<file path="src/rtl/cg_pkg.sv">
package cg_pkg;

    typedef enum logic [1:0] {
        PS_OFF  = 2'b00,
        PS_DIV1 = 2'b01,
        PS_DIV2 = 2'b10,
        PS_DIV4 = 2'b11
    } psc_sel_e;

    typedef enum logic [1:0] {
        FM_NORMAL = 2'b00,
        FM_12M    = 2'b01,
        FM_13M    = 2'b10,
        FM_19M2   = 2'b11
    } fmode_e;

    typedef enum logic [1:0] {
        ST_IDLE   = 2'b00,
        ST_EXACT  = 2'b01,
        ST_NORMAL = 2'b10
    } gen_state_e;

    typedef struct packed {
        fmode_e fmode;
        logic   rate_hi;
    } mode_cfg_t;

endpackage

</file>
<file path="src/rtl/cg_prescaler.sv">
module cg_prescaler
    import cg_pkg::*;
#(
    parameter int PH_W = 2
) (
    input  logic     clk,
    input  logic     rst_n,
    input  psc_sel_e sel,
    output logic     tick
);

    logic [PH_W-1:0] phase;

    always_ff @(posedge clk or negedge rst_n) begin
        if (!rst_n) begin
            phase <= '0;
        end else if (sel == PS_OFF) begin
            phase <= '0;
        end else begin
            phase <= phase + PH_W'(1);
        end
    end

    always_comb begin
        unique case (sel)
            PS_OFF:  tick = 1'b0;
            PS_DIV1: tick = 1'b1;
            PS_DIV2: tick = phase[0];
            PS_DIV4: tick = &phase[1:0];
            default: tick = 1'b0;
        endcase
    end

endmodule

</file>
<file path="src/rtl/cg_frame_ratio.sv">
module cg_frame_ratio
    import cg_pkg::*;
#(
    parameter int CNT_W = 12
) (
    input  mode_cfg_t        cfg,
    input  logic             odd,
    output logic [CNT_W-1:0] len,
    output logic [CNT_W-1:0] hi_len
);

    localparam logic [CNT_W-1:0] R12_SLOW = CNT_W'(1500);
    localparam logic [CNT_W-1:0] R12_FAST = CNT_W'(750);
    localparam logic [CNT_W-1:0] R13_SLOW = CNT_W'(1625);
    localparam logic [CNT_W-1:0] R13_SHORT = CNT_W'(812);
    localparam logic [CNT_W-1:0] R13_LONG = CNT_W'(813);
    localparam logic [CNT_W-1:0] R19_SLOW = CNT_W'(2400);
    localparam logic [CNT_W-1:0] R19_FAST = CNT_W'(1200);

    always_comb begin
        unique case (cfg.fmode)
            FM_12M:  len = cfg.rate_hi ? R12_FAST : R12_SLOW;
            FM_13M:  len = cfg.rate_hi ? (odd ? R13_LONG : R13_SHORT) : R13_SLOW;
            FM_19M2: len = cfg.rate_hi ? R19_FAST : R19_SLOW;
            default: len = '1;
        endcase
    end

    assign hi_len = len - {1'b0, len[CNT_W-1:1]};

endmodule

</file>
<file path="src/rtl/codec_frame_clkgen.sv">
module codec_frame_clkgen
    import cg_pkg::*;
#(
    parameter int COEF_W = 15,
    parameter int ACC_W  = 16,
    parameter int CNT_W  = 12
) (
    input  logic              clk,
    input  logic              rst_n,
    input  logic [1:0]        presc_sel,
    input  logic [1:0]        freq_mode,
    input  logic              rate_hi,
    input  logic [COEF_W-1:0] coef,
    output logic              pclk_en,
    output logic              lrclk,
    output logic              frame_start
);

    localparam int SUM_W = ACC_W + 1;

    psc_sel_e          sel;
    mode_cfg_t         live_cfg;
    mode_cfg_t         shd_cfg;
    logic [COEF_W-1:0] shd_coef;
    gen_state_e        state;
    gen_state_e        nxt;
    gen_state_e        run_state;
    logic [CNT_W-1:0]  cnt;
    logic [CNT_W-1:0]  cnt_inc;
    logic [CNT_W-1:0]  len;
    logic [CNT_W-1:0]  hi_len;
    logic [ACC_W-1:0]  acc;
    logic [SUM_W-1:0]  sum;
    logic              odd;
    logic              tick;
    logic              carry;
    logic              last_cnt;
    logic              bnd;
    logic              cfg_diff;

    assign sel              = psc_sel_e'(presc_sel);
    assign live_cfg.fmode   = fmode_e'(freq_mode);
    assign live_cfg.rate_hi = rate_hi;

    cg_prescaler #(
        .PH_W (2)
    ) u_psc (
        .clk   (clk),
        .rst_n (rst_n),
        .sel   (sel),
        .tick  (tick)
    );

    cg_frame_ratio #(
        .CNT_W (CNT_W)
    ) u_ratio (
        .cfg    (shd_cfg),
        .odd    (odd),
        .len    (len),
        .hi_len (hi_len)
    );

    assign pclk_en  = tick;
    assign sum      = {1'b0, acc} + SUM_W'(shd_coef);
    assign carry    = sum[ACC_W];
    assign cnt_inc  = cnt + CNT_W'(1);
    assign last_cnt = (cnt_inc == len);
    assign run_state = (live_cfg.fmode == FM_NORMAL) ? ST_NORMAL : ST_EXACT;
    assign cfg_diff = (state == ST_IDLE) || (live_cfg != shd_cfg) || (coef != shd_coef);

    always_comb begin
        unique case (state)
            ST_IDLE:   bnd = tick;
            ST_EXACT:  bnd = tick && last_cnt;
            ST_NORMAL: bnd = tick && carry;
            default:   bnd = 1'b0;
        endcase
    end

    always_comb begin
        nxt = state;
        if (sel == PS_OFF) begin
            nxt = ST_IDLE;
        end else if (bnd) begin
            nxt = run_state;
        end
    end

    always_ff @(posedge clk or negedge rst_n) begin
        if (!rst_n) begin
            state <= ST_IDLE;
        end else begin
            state <= nxt;
        end
    end

    always_ff @(posedge clk or negedge rst_n) begin
        if (!rst_n) begin
            cnt         <= '0;
            acc         <= '0;
            odd         <= 1'b0;
            lrclk       <= 1'b0;
            frame_start <= 1'b0;
            shd_cfg     <= '0;
            shd_coef    <= '0;
        end else if (sel == PS_OFF) begin
            cnt         <= '0;
            acc         <= '0;
            odd         <= 1'b0;
            lrclk       <= 1'b0;
            frame_start <= 1'b0;
        end else begin
            frame_start <= bnd;
            if (bnd) begin
                cnt   <= '0;
                lrclk <= 1'b1;
                if (cfg_diff) begin
                    shd_cfg  <= live_cfg;
                    shd_coef <= coef;
                    acc      <= '0;
                    odd      <= 1'b0;
                end else begin
                    acc <= sum[ACC_W-1:0];
                    odd <= ~odd;
                end
            end else if (tick) begin
                unique case (state)
                    ST_EXACT: begin
                        cnt   <= cnt_inc;
                        lrclk <= (cnt_inc < hi_len);
                    end
                    ST_NORMAL: begin
                        acc   <= sum[ACC_W-1:0];
                        lrclk <= ~sum[ACC_W-1];
                    end
                    default: begin
                        cnt <= cnt;
                    end
                endcase
            end
        end
    end

endmodule

</file>
<file path="config.mk">
export PLATFORM = sky130hd
export DESIGN_NAME = codec_frame_clkgen
export DESIGN_NICKNAME = d
export VERILOG_FILES = /design/src/rtl/cg_pkg.sv /design/src/rtl/cg_prescaler.sv /design/src/rtl/cg_frame_ratio.sv /design/src/rtl/codec_frame_clkgen.sv
export SDC_FILE = /design/constraint.sdc
export NUM_CORES = 1
export LEC_CHECK = 0
export BUFFER_PORTS_ARGS = -buffer_cell sky130_fd_sc_hd__buf_2
export CELL_PAD_IN_SITES_DETAIL_PLACEMENT = 1
export CELL_PAD_IN_SITES_GLOBAL_PLACEMENT = 2
export CORE_MARGIN = 3
export CORE_UTILIZATION = 43
export DETAILED_ROUTE_END_ITERATION = 12
export PLACE_DENSITY_LB_ADDON = 0.1
export SYNTH_ARGS = -nofsm -noshare
export SYNTH_HDL_FRONTEND = slang
export SYNTH_HIERARCHICAL = 1
export SYNTH_SLANG_ARGS = --single-unit
export TNS_END_PERCENT = 10
</file>
<file path="constraint.sdc">
create_clock -name clk -period 8.5 [get_ports clk]
set_clock_uncertainty 0.2 [all_clocks]
set_input_delay 0.425 -clock clk [delete_from_list [all_inputs] [get_ports clk]]
set_output_delay 0.425 -clock clk [all_outputs]
set_load 0.03 [all_outputs]
</file>
# --- After elaboration in Yosys (flattened, before gate mapping) ---
# Cells that the tools add are included.
word_totals:
  reg_bits: 53
  in_bits: 22
  out_inout_bits: 3
  word_cells: 74
op_classes:
  n_addsub: 4
  magnitude_cmp: 1
  eq_ne: 11
  mux: 28
  bitwise: 3
  n_reduce_logical: 17
op_table:
  columns: ["operator", "count"]
  rows:
  - ["16-bit 2-to-1 mux", 5]
  - ["12-bit 2-to-1 mux", 6]
  - ["12-bit case mux with 3 select lines", 1]
  - ["16-bit by 15-bit adder with 17-bit output", 1]
  - ["15-bit inequality test", 1]
  - ["12-bit by 1-bit adder with 12-bit output, second input constant", 1]
  - ["12-bit == test", 1]
  - ["12-bit < comparator", 1]
  - ["12-bit by 11-bit subtractor with 12-bit output", 1]
  - ["11-bit 2-to-1 mux", 1]
  - ["2-bit == test, second input constant", 5]
  - ["3-bit nonzero test", 3]
  - ["1-bit 2-to-1 mux", 8]
  - ["2-bit 2-to-1 mux", 4]
  - ["2-bit AND reduction", 4]
  - ["2-bit by 1-bit == test with 1-bit output, second input constant", 3]
  - ["2-bit logical NOT", 3]
  - ["1-bit case mux with 4 select lines", 1]
  - ["4-bit nonzero test", 1]
  - ["3-bit inequality test", 1]
  - ["1-bit NOT", 3]
  - ["1-bit case mux with 3 select lines", 1]
  - ["3-bit AND reduction", 1]
  - ["2-bit by 1-bit adder with 2-bit output, second input constant", 1]
  - ["other kinds (4)", 6]

# --- Depth between registers and ports, before layout ---
depth:
  ltp_word: 9
  depth_mapped: 19
  ltp_nobuf: 18

# --- Cells and area by module ---
# Netlist, hierarchy kept.
modules_own_cells:
  columns: ["mod", "instances", "cells_per_inst", "area_each_um2"]
  rows:
  - ["codec_frame_clkgen", 1, 396, 3858.7]
  - ["cg_frame_ratio", 1, 89, 590.6]
  - ["cg_prescaler", 1, 9, 91.3]

# --- Least setup slack after synthesis ---
# OpenSTA, ideal clock, no wires.
synth_timing:
  path_kind: "flip-flop to flip-flop"
  from: "register shd_cfg[2] (netlist name)"
  to: "register lrclk"
  setup_time_ns: 0.082
  arrival_ns: 3.191
  required_time_ns: 8.218
  setup_slack_ns: 5.027
  stages_incl_launch_ff: 16
  cell_sequence: "dfrtp_1 buf_6 clkbuf_1 nand2_1 fa_1 o21ai_1 xor2_1 inv_1 ha_1 a21o_1 a211o_1 o221ai_1 a21oi_1 nor3_1 o21ai_0 a31oi_1"
synth_via:
  elab_chain_cells: 8
  elab_cells_between_ends: 16
synth_lines:
  columns: ["element", "line_no", "text"]
  rows:
  - ["start: declaration", "codec_frame_clkgen.sv:23", "mode_cfg_t shd_cfg;"]
  - ["start signal: assignment", "codec_frame_clkgen.sv:118", "shd_cfg <= live_cfg;"]
  - ["2-bit == test or 2-bit by 1-bit == test with 1-bit output (tied branches)", "cg_frame_ratio.sv:21", "unique case (cfg.fmode)"]
  - ["12-bit case mux with 3 select lines *", "cg_frame_ratio.sv:21", null]
  - ["via len[2]", "codec_frame_clkgen.sv:30", "logic [CNT_W-1:0] len;"]
  - ["12-bit by 11-bit subtractor with 12-bit output *", "cg_frame_ratio.sv:29", "assign hi_len = len - {1'b0, len[CNT_W-1:1]};"]
  - ["via hi_len[4]", "codec_frame_clkgen.sv:31", "logic [CNT_W-1:0] hi_len;"]
  - ["12-bit < comparator *", "codec_frame_clkgen.sv:130", "lrclk <= (cnt_inc < hi_len);"]
  - ["1-bit case mux with 2 select lines *", "codec_frame_clkgen.sv:127", "unique case (state)"]
  - ["1-bit 2-to-1 mux *", "codec_frame_clkgen.sv:126", "end else if (tick) begin"]
  - ["1-bit 2-to-1 mux *", "codec_frame_clkgen.sv:114", "if (bnd) begin"]
  - ["1-bit 2-to-1 mux *", "codec_frame_clkgen.sv:106", "end else if (sel == PS_OFF) begin"]
  - ["end signal: assignment", "codec_frame_clkgen.sv:130", null]
  - ["end signal: assignment", "codec_frame_clkgen.sv:134", "lrclk <= ~sum[ACC_W-1];"]
  - ["end: declaration", "codec_frame_clkgen.sv:15", "output logic lrclk,"]
# The timed path passes the listed nets; every way through them passes the cells marked *. The select of a mux whose other input is x is not followed.
# A chain may end at the register's enable or synchronous reset.

# --- Worst setup path after layout ---
# Ends and elaborated chain as after synthesis.

==> results.toml <==
[die]
dieArea_um2 = 11800
die_x_um = 109
start_util_pct = 45.4
row_count = 36
coreArea_um2 = 10000
dieHeight_um = 109
num_io_pins = 25

[logic_synthesis]
synth_cell_types = 70
avgSynthCellArea_um2 = 9.19
ys.warnings.count = 6
ys_async_sr_fraction_pct = 100
seq_area_frac_synth_pct = 29.2
ys_ff_latch = 53
synthFlopType = "dfrtp_1"
synth_fp_nets = 559
synth_cells = 494
synth_edf_count = 0
syn-cell-area_um2 = 4540

[global_routing]
overflow = 0
antenna_found_initial = 0
grt_start_max_net_pins = 54
grt_pass1_wl_um = 19800
grt_pass1_vias = 4020
track_usage_pct = 21.4

[timing]
timing.fmax_mhz = 243
finalHoldViolCount = 0
fin_crit_sh_pct = 48.5
setup_viol = 0
maxSlewHeadroom_pct = 30.4
worst_pin_slew_ns = 1.04
fin_setup_tns_ns = 0
rsz0062_at_grt = "no"
finalWorstSetupSlack_ns = 4.38
min_period_ns = 4.12
slew_viol_final = 0

[place]
port-buffer-count = 24
gp_congestion = 0.837
dp_hpwl_um = 9130
pre_cts_ws_ns = 4.43

[clocking]
cts.clk_slew.worst_paths_ns = 0.10
cts_root_buf = "clkbuf_8"
cts_sinks = 53
cts_buffers = 5
post_cts_buffers = 0
tritoncts = "yes"
insertion_delay_ns = 0.31
clk_path_buf_depth = 2
postCtsHoldBufs = 0
htree_levels = 2
post_cts_resized = 0

[layout]
syn2layout_area_growth_pct = 7.36
drive_above_1_share_pct = 12.7
utilization_pct = 48.7
antenna_cells = 0
layout.nets = 577

[setup_path]
path_max_fanout = 19
r2r_start = "shd_cfg[2]$_DFFE_PN0P_"
end_kind = "register"
startpoint_type = "register"
arrival_ns = 4.13
crit_required_ns = 8.51
criticalPathCategory = "reg -> reg"
crit_start = "shd_cfg[2]$_DFFE_PN0P_"
reg2regPathDepth = 16

[route]
vias = 3719
drc = 0
drtPass1Iterations = 4
wirelength_um = 11700
wire_per_inst_um = 18.1
ant_nets = 0
drt_iter0_markers = 129
vias_per_cell = 5.76

[power]
power.density_nw_per_um2 = 342
p_leak_uw = 0.00230
total_power_uw = 1670
peakVddDrop_uv = 155

[hold_path]
hold_path_class = "in -> async"

[run]
cap_violations = 0

[status]
outcome = "finished clean"
[sequential cells by signal, indices dropped and copies added (netlist names)]
register / flops
shd_cfg: 3
cnt: 12
u_psc/phase: 2
acc: 16
state: 2
shd_coef: 15
lrclk: 1
odd: 1
frame_start: 1
[stage by stage]
stage | hold slack (ns) | instances | instance area (µm²)
final | 0.0480 | 646 | 4870
after global routing | 0.0844 | 646 | 4870
after CTS | 0.0774 | 646 | 4870
after detailed placement | 0.278 | 638 | 4760
after global placement | 0.248 | 638 | 4760
after floorplan | -0.0706 | 494 | 4540
[power by group]
group	internal (µW)	leakage [µW]	switching, µW	total, µW
Sequential	314	0.000690	89.2	404
Combinational	468	0.00155	613	1080
Clock	96.2	0.0000585	85.2	181
[cell families after synthesis]
kind of cell	after synthesis	share of synthesized area, %
adders and majority gates	43	12.2
muxes	26	6.42
and+or+nand+nor	141	17.4
xor gates and xnor gates	52	10.3
DFF	53	29.2
buffers and inverters	55	5.35
AOI/OAI and AO/OA	124	19.2
[final timing paths]
path                       slack [ns]                       end
max reg2reg                      4.38         lrclk$_DFFE_PN0P_
min in group clk                 0.14  shd_coef[10]$_DFFE_PN0P_
max in group asynchronous        7.56   shd_coef[0]$_DFFE_PN0P_
max                              4.38         lrclk$_DFFE_PN0P_
min                              0.05    shd_cfg[0]$_DFFE_PN0P_
min reg2reg                      0.29  u_psc/phase[0]$_DFF_PN0_
[cell type report]
cell class                 count  area [µm²]
clock buffer                   7        86.3
clock inverter                 1        30.0
fill                        1199        5120
inverter                      40         150
multi-input combinational    386        2980
sequential                    53        1330
tap                          133         166
timing repair buffer          26         135
[critical path, cell delays in order (launching register included)]
cell and delay, ns:
dfrtp_1 0.74, inv_1 0.19, a21oi_1 0.30, or2_1 0.20, inv_1 0.15, ha_1 0.41, a2111o_1 0.48, o211ai_2 0.27
a31oi_1 0.14, nand2_1 0.08, inv_1 0.04, ha_1 0.26, o21ai_0 0.07, a21oi_1 0.14, nor3_1 0.07, o21ai_0 0.17
a31oi_1 0.10
[Yosys cell counts (8+ instances only)]
cell type	number	area share [%]
o21ai_0	18	2.0
buf_2	8	0.88
xnor2_1	37	7.1
nor2b_1	10	1.4
dfrtp_1	53	29
inv_1	39	3.2
nand2b_1	8	1.1
nand2_1	35	2.9
ha_1	41	11
nor2_1	23	1.9
a21oi_1	30	3.3
nand3_1	17	1.9
mux2_2	10	2.5
mux2_1	11	2.7
a22o_1	18	3.5
xor2_1	14	2.7
[per-layer routing]
layer  up-vias  part of all wire [%]  wire (µm)  GRT usage (%)
met2        46                    54       6330           41.5
met3        15                   2.2        253           2.61
met4         0                   1.9        224           5.41
met5         -                     0          0              0
li1       1803                     -          -              -
met1      1855                    42       4910           24.6
[cells in the final DEF, fill, tap and decap left out, types with 3 or more instances in the layout]
master	n
o21ai_0	18
or2_1	3
mux2i_1	4
o21ai_1	6
nor2_1	23
a31oi_1	4
a211oi_1	4
nand2_1	35
nor4_1	4
a22o_1	18
a21o_1	7
nand2b_1	8
ha_1	41
buf_2	24
inv_1	39
or3_1	5
xnor2_1	37
and3_1	4
mux2_1	11
nand4_1	4
o21a_1	4
o21bai_1	3
nor3_1	6
clkbuf_8	6
nor2b_1	10
mux2_2	10
xor2_1	14
a21oi_1	30
dfrtp_1	53
o211ai_1	4
nand3_1	17
or2_2	7
Note: power is estimated with default switching activity, not from simulation.
